**src/rtl/burst_pkg.sv**
```systemverilog
package burst_pkg;

    typedef enum logic [1:0] {
        ST_IDLE = 2'd0,
        ST_ADDR = 2'd1,
        ST_LAT  = 2'd2,
        ST_XFER = 2'd3
    } bst_state_e;

    localparam logic [1:0] LEN_CONT        = 2'd3;
    localparam int         MAX_FIXED_WORDS = 16;

endpackage

```
**src/rtl/burst_len_ctr.sv**
```systemverilog
module burst_len_ctr
    import burst_pkg::*;
(
    input  logic       clk,
    input  logic       rst_n,
    input  logic       load,
    input  logic [1:0] len_code,
    input  logic       dec,
    output logic       last,
    output logic       cont
);
    localparam int CW = $clog2(MAX_FIXED_WORDS + 1);

    typedef struct packed {
        logic          cont;
        logic [CW-1:0] left;
    } len_t;

    len_t len_d, len_q;

    always_comb begin
        len_d = len_q;
        if (load) begin
            len_d.cont = (len_code == LEN_CONT);
            len_d.left = (len_code == LEN_CONT) ? '0 : (CW'(4) << len_code);
        end else if (dec && !len_q.cont) begin
            len_d.left = len_q.left - CW'(1);
        end
    end

    always_ff @(posedge clk or negedge rst_n) begin
        if (!rst_n) len_q <= '{cont: 1'b0, left: '0};
        else        len_q <= len_d;
    end

    assign last = !len_q.cont && (len_q.left == CW'(1));
    assign cont = len_q.cont;

    AST_NO_UNDERFLOW: assert property (@(posedge clk) disable iff (!rst_n)
        (dec && !len_q.cont) |-> (len_q.left != '0));
endmodule

```
**src/rtl/burst_addr_ctr.sv**
```systemverilog
module burst_addr_ctr #(
    parameter int AW    = 23,
    parameter int ROW_W = 7
) (
    input  logic          clk,
    input  logic          rst_n,
    input  logic          load,
    input  logic [AW-1:0] addr_in,
    input  logic          inc,
    output logic [AW-1:0] addr
);
    logic [AW-1:0] addr_d, addr_q;

    always_comb begin
        addr_d = addr_q;
        if (load)     addr_d = addr_in;
        else if (inc) addr_d = addr_q + AW'(1);
    end

    always_ff @(posedge clk or negedge rst_n) begin
        if (!rst_n) addr_q <= '0;
        else        addr_q <= addr_d;
    end

    assign addr = addr_q;

    AST_LOAD_START: assert property (@(posedge clk) disable iff (!rst_n)
        load |=> (addr_q == $past(addr_in)));
    AST_ADDR_STEP: assert property (@(posedge clk) disable iff (!rst_n)
        (inc && !load) |=> (addr_q == $past(addr_q) + AW'(1)));
    AST_ROW_CARRY: assert property (@(posedge clk) disable iff (!rst_n)
        (inc && !load && (addr_q[ROW_W-1:0] == '1)) |=> (addr_q[ROW_W-1:0] == '0));
endmodule

```
**src/rtl/burst_ctrl.sv**
```systemverilog
module burst_ctrl
    import burst_pkg::*;
#(
    parameter int AW    = 23,
    parameter int DW    = 16,
    parameter int LW    = 4,
    parameter int ROW_W = 7
) (
    input  logic          clk,
    input  logic          rst_n,
    input  logic [1:0]    cfg_len,
    input  logic [LW-1:0] cfg_lat,
    input  logic          req_valid,
    output logic          req_ready,
    input  logic          req_write,
    input  logic [AW-1:0] req_addr,
    input  logic          stop,
    input  logic [DW-1:0] wr_data,
    input  logic          wr_valid,
    output logic          wr_ready,
    output logic [DW-1:0] rd_data,
    output logic          rd_valid,
    output logic          mem_clk,
    output logic          mem_ce_n,
    output logic          mem_adv_n,
    output logic          mem_we_n,
    output logic [AW-1:0] mem_addr,
    output logic [DW-1:0] mem_dq_out,
    output logic          mem_dq_oe,
    input  logic [DW-1:0] mem_dq_in,
    input  logic          mem_wait
);
    typedef struct packed {
        bst_state_e    st;
        logic          wr;
        logic [LW-1:0] lat;
    } ctl_t;

    ctl_t ctl_d, ctl_q;

    logic accept;
    logic in_xfer;
    logic halt;
    logic open_slot;
    logic beat;
    logic last;
    logic cont;

    assign accept    = req_valid && (ctl_q.st == ST_IDLE);
    assign in_xfer   = (ctl_q.st == ST_XFER);
    assign halt      = in_xfer && cont && stop;
    assign open_slot = in_xfer && !mem_wait && !(cont && stop);
    assign beat      = open_slot && (!ctl_q.wr || wr_valid);

    always_comb begin
        ctl_d = ctl_q;
        unique case (ctl_q.st)
            ST_IDLE: begin
                if (req_valid) begin
                    ctl_d.st  = ST_ADDR;
                    ctl_d.wr  = req_write;
                    ctl_d.lat = cfg_lat;
                end
            end
            ST_ADDR: begin
                ctl_d.st = (ctl_q.lat == '0) ? ST_XFER : ST_LAT;
            end
            ST_LAT: begin
                ctl_d.lat = ctl_q.lat - LW'(1);
                if (ctl_q.lat == LW'(1)) ctl_d.st = ST_XFER;
            end
            ST_XFER: begin
                if (halt || (beat && last)) ctl_d.st = ST_IDLE;
            end
            default: ctl_d.st = ST_IDLE;
        endcase
    end

    always_ff @(posedge clk or negedge rst_n) begin
        if (!rst_n) ctl_q <= '{st: ST_IDLE, wr: 1'b0, lat: '0};
        else        ctl_q <= ctl_d;
    end

    burst_len_ctr i_len (
        .clk      (clk),
        .rst_n    (rst_n),
        .load     (accept),
        .len_code (cfg_len),
        .dec      (beat),
        .last     (last),
        .cont     (cont)
    );

    burst_addr_ctr #(.AW(AW), .ROW_W(ROW_W)) i_addr (
        .clk     (clk),
        .rst_n   (rst_n),
        .load    (accept),
        .addr_in (req_addr),
        .inc     (beat),
        .addr    (mem_addr)
    );

    assign req_ready  = (ctl_q.st == ST_IDLE);
    assign mem_ce_n   = (ctl_q.st == ST_IDLE);
    assign mem_adv_n  = (ctl_q.st != ST_ADDR);
    assign mem_we_n   = !((ctl_q.st != ST_IDLE) && ctl_q.wr);
    assign mem_clk    = clk & ~mem_ce_n;
    assign wr_ready   = open_slot && ctl_q.wr;
    assign rd_valid   = open_slot && !ctl_q.wr;
    assign rd_data    = mem_dq_in;
    assign mem_dq_out = wr_data;
    assign mem_dq_oe  = in_xfer && ctl_q.wr;

    AST_ACCEPT_CE: assert property (@(posedge clk) disable iff (!rst_n)
        (req_valid && req_ready) |=> (!mem_ce_n && !mem_adv_n));
    AST_ADV_PULSE: assert property (@(posedge clk) disable iff (!rst_n)
        !mem_adv_n |=> mem_adv_n);
    AST_WE_HOLD: assert property (@(posedge clk) disable iff (!rst_n)
        (!mem_ce_n && $past(!mem_ce_n)) |-> $stable(mem_we_n));
    AST_WAIT_BLOCK: assert property (@(posedge clk) disable iff (!rst_n)
        mem_wait |-> (!rd_valid && !wr_ready));
    AST_END_FIXED: assert property (@(posedge clk) disable iff (!rst_n)
        (beat && last) |=> (mem_ce_n && req_ready));
    AST_STOP_END: assert property (@(posedge clk) disable iff (!rst_n)
        halt |=> mem_ce_n);
endmodule

```
**config.mk**
```make
export PLATFORM = sky130hd
export DESIGN_NAME = burst_ctrl
export DESIGN_NICKNAME = d
export VERILOG_FILES = /design/src/rtl/burst_pkg.sv /design/src/rtl/burst_len_ctr.sv /design/src/rtl/burst_addr_ctr.sv /design/src/rtl/burst_ctrl.sv
export SDC_FILE = /design/constraint.sdc
export NUM_CORES = 1
export LEC_CHECK = 0
export ABC_AREA = 1
export BUFFER_PORTS_ARGS = -buffer_cell sky130_fd_sc_hd__buf_4
export CAP_MARGIN = 20
export CORE_MARGIN = 5
export CORE_UTILIZATION = 35
export DETAILED_ROUTE_END_ITERATION = 8
export PLACE_DENSITY_LB_ADDON = 0.08
export SETUP_SLACK_MARGIN = 0.15
export SYNTH_ARGS = -nofsm -noshare
export SYNTH_HDL_FRONTEND = slang
export SYNTH_SLANG_ARGS = --single-unit
```
**constraint.sdc**
```tcl
create_clock -name clk -period 1.77 [get_ports clk]
set_clock_uncertainty 0.2 [all_clocks]
set_input_delay 0.177 -clock clk [delete_from_list [all_inputs] [get_ports clk]]
set_output_delay 0.177 -clock clk [all_outputs]
set_load 0.05 [all_outputs]
```
==> impl_metrics.py <==
metrics = {
    "finish": {
        "most_common_cell_after_layout_fill_and_taps_aside": "nand2_1",
        "post_route_cells_drive_above_1_share_pct": 40.5,
        "mostFrequentLayoutCells": "nand2_1 (104), buf_4 (98), inv_1 (41)",
        "diodes": 0,
        "finish.utilization_pct": 57.7,
        "final_net_count": 622,
        "layout-area-overhead-vs-synth_pct": 59.0,
    },
    "synth": {
        "synth-edff-count": 0,
        "most_area_hungry_cell_type_in_the_yosys_netlist": "dfrtp_1",
        "synth_cell_types": 31,
        "asyncSetResetFlopFracSynth_pct": 100,
        "post_synthesis_net_count": 501,
        "synth_top_area_share_pct": 31.8,
        "yosys_register_bits": 36,
        "postSynthCellCount": 424,
        "post_synthesis_instance_area_sq_um": 2830,
        "netlist_top_cells_area": "dfrtp_1 (32%), nand2_1 (15%), buf_4 (9.3%)",
        "yosys_warnings": 0,
        "syn_avg_cell_area_sq_um": 6.68,
        "synth-seq-area-share_pct": 31.8,
        "postSynth.topFlopCell": "dfrtp_1",
    },
    "timing": {
        "holdWs_ns": 0.00373,
        "slew_viol_final": 0,
        "setup_slack_ns": 0.00615,
        "final_min_period_over_clock_period_pct": 99.7,
        "relSlewSlack_pct": 65.8,
        "rsz0062_at_grt": "yes",
        "timing.final.setup_violations": 0,
        "timing_limited_maximum_frequency_mhz": 569,
        "final_period_minus_worst_setup_slack_ns": 1.76,
        "final-hold-violation-count": 0,
        "tightest_slew_ns": 0.513,
    },
    "routing": {
        "vias": 3054,
        "initialDrtViolationCount": 123,
        "wl_per_cell_um": 13.7,
        "detailed_route_vias_per_instance": 4.71,
        "detailed_route_drc_error_count": 0,
        "drt.antenna.violating_nets": 0,
        "routed_wirelength_mm": 8.91,
        "firstDrtPassIters": 4,
    },
    "power": {
        "max-vdd-ir-drop_mv": 0.785,
        "power_leakage_nw": 2.18,
        "power_per_cell_area_nw_per_um2": 1850,
    },
    "global_route": {
        "grt_start_max_net_pins": 37,
        "number_of_global_route_vias_before_repair": 2859,
        "grt_pass1_wl_mm": 13.9,
        "global_route.usage.total_pct": 17.3,
        "grt_remaining_overflow": 0,
        "number_of_antenna_violations_at_the_first_check_in_global_routing": 0,
    },
    "placement": {
        "preCtsSetupSlack_ns": -0.0205,
        "detailedPlacementHpwl_mm": 5.84,
        "placement.io_buffers": 66,
        "finalWeightedCongestion": 0.827,
    },
    "die": {
        "floorplan.core_area_sq_um": 7810,
        "die_w_um": 100,
        "die_area_sq_um": 9990,
        "dieHeight_um": 100,
        "start_util_pct": 36.3,
        "core.rowCount": 32,
        "top_level_ports": 131,
    },
    "critical_path": {
        "critPathRequiredTime_ns": 1.39,
        "critPathTopFamily": "buffers and inverters",
        "critical_path_class": "clock port to output pin",
        "timing.critical_path.slowest_cell_delay_ns": 0.15,
        "critPathSlowestCell": "clkbuf_16",
        "timing.critical_path.cells": "clkbuf_16 -> clkbuf_16 -> inv_4 -> nor2_2 -> buf_6",
        "crit_path_frequent_cell": "clkbuf_16",
        "critical_path.startpoint_type": "clock port",
        "critical_path.n_buffers_inverters": 4,
        "worst-endpoint-arrival_ns": 1.39,
        "crit_path_end_kind": "output pin",
        "critical_path_cell_count": 5,
        "worst_path_fanout_max": 5,
        "reg2regPathDepth": 10,
    },
    "clock_tree": {
        "h-tree-depth": 2,
        "cts-buffers-inserted": 5,
        "cts_tree": "yes",
        "clock_latency_ns": 0.37,
        "clk_pin_slew_ns": 0.08,
        "root_buffer": "clkbuf_8",
        "clock_path_buffers": 2,
    },
    "outcome": {
        "outcome": "complete, no violations",
    },
    "worst_hold_path": {
        "timing.hold.worst.class": "input port to flip-flop",
        "worstHoldPathCells": 5,
    },
    "job": {
        "max_cap_viol_count": 0,
    },
}
per-stage QoR:
stage          instances  setup TNS [ns]  total power, mW  area (sq um)
2_1_floorplan        424          -0.165             5.03          2940
3_3_place_gp         564               0             6.13          3400
3_5_place_dp         564         -0.0212             6.16          3400
4_1_cts              623               0             7.51          4080
5_1_grt              648          -0.339             8.95          4500
6_report             648               0             8.33          4500
cells in the mapped netlist, types with 4 or more instances:
library cell,count
a21oi_1,15
a22oi_1,4
a31oi_1,7
buf_4,35
dfrtp_1,36
ha_1,9
inv_1,51
nand2_1,115
nand3_1,35
nor2_1,54
nor2_2,5
o21ai_0,15
o21ai_1,7
o22ai_1,4
cells by family (layout without fill, tap and decap cells):
| kind of cell | count (synthesis) | after routing | share of synthesized area, % |
|---|---|---|---|
| buffers and inverters | 97 | 219 | 18.1 |
| AND/OR/NAND/NOR | 225 | 225 | 34.6 |
| adder cells (fa/ha/maj) | 9 | 9 | 3.98 |
| flip-flops | 36 | 36 | 31.8 |
| XOR/XNOR | 3 | 3 | 0.928 |
| AO/OA/AOI/OAI | 54 | 54 | 10.6 |
final cells by class:
cell class,count,area (sq um)
timing repair inverter,2,17.5
inverter,54,240
tap,102,128
clock inverter,2,10.0
clock buffer,13,148
multi-input combinational,291,1690
sequential,36,920
timing repair buffer,148,1350
fill,736,3300
worst paths after layout:
check | from | end | slack (ns)
worst max-delay path | clk | mem_clk | 0.006
worst min-delay path | req_addr[12] | i_addr.addr[12] | 0.004
worst max register to register | ctl_q[5] | i_addr.addr[11] | 0.02
worst min register to register | i_addr.addr[22] | i_addr.addr[22] | 0.35
max in group asynchronous | rst_n | ctl_q[6] | 0.76
min in group asynchronous | rst_n | ctl_q[1] | 0.13
layer usage:
layer  global-route usage [%]  wire, um  up-vias
li1                         -         -     1549
met1                     23.7      3960     1402
met2                     27.7      4240       92
met3                     3.47       647       11
met4                     5.15        55        0
met5                        0         0        -
what timing repair did:
action | CTS | global route
endpoints found under the hold margin | 66 | 1
pin swaps | 9 | 20
setup endpoints to repair | 38 | 43
hold buffers | 30 | 1
gates resized for setup | 31 | 71
setup buffers | 20 | 22
cloned | 1 | 2
where the power goes:
part	total, mW	switching (mW)	leakage (nW)	internal, mW
Clock	1.04	0.477	0.0868	0.566
Combinational	5.61	3.34	1.69	2.27
Sequential	1.67	0.440	0.408	1.23
Total	8.33	4.26	2.18	4.07
flip-flops by register name (all words and copies together), names as in the netlist:
signal / count
i_addr.addr: 23
ctl_q: 7
i_len.len_q: 5
i_len.cont: 1
worst min-delay path, stage by stage:
cell and delay, ns:
buf_4 0.09, inv_1 0.03, o21ai_1 0.12, o21ai_1 0.08, inv_1 0.05
Note: power is estimated with default switching activity, not from simulation.
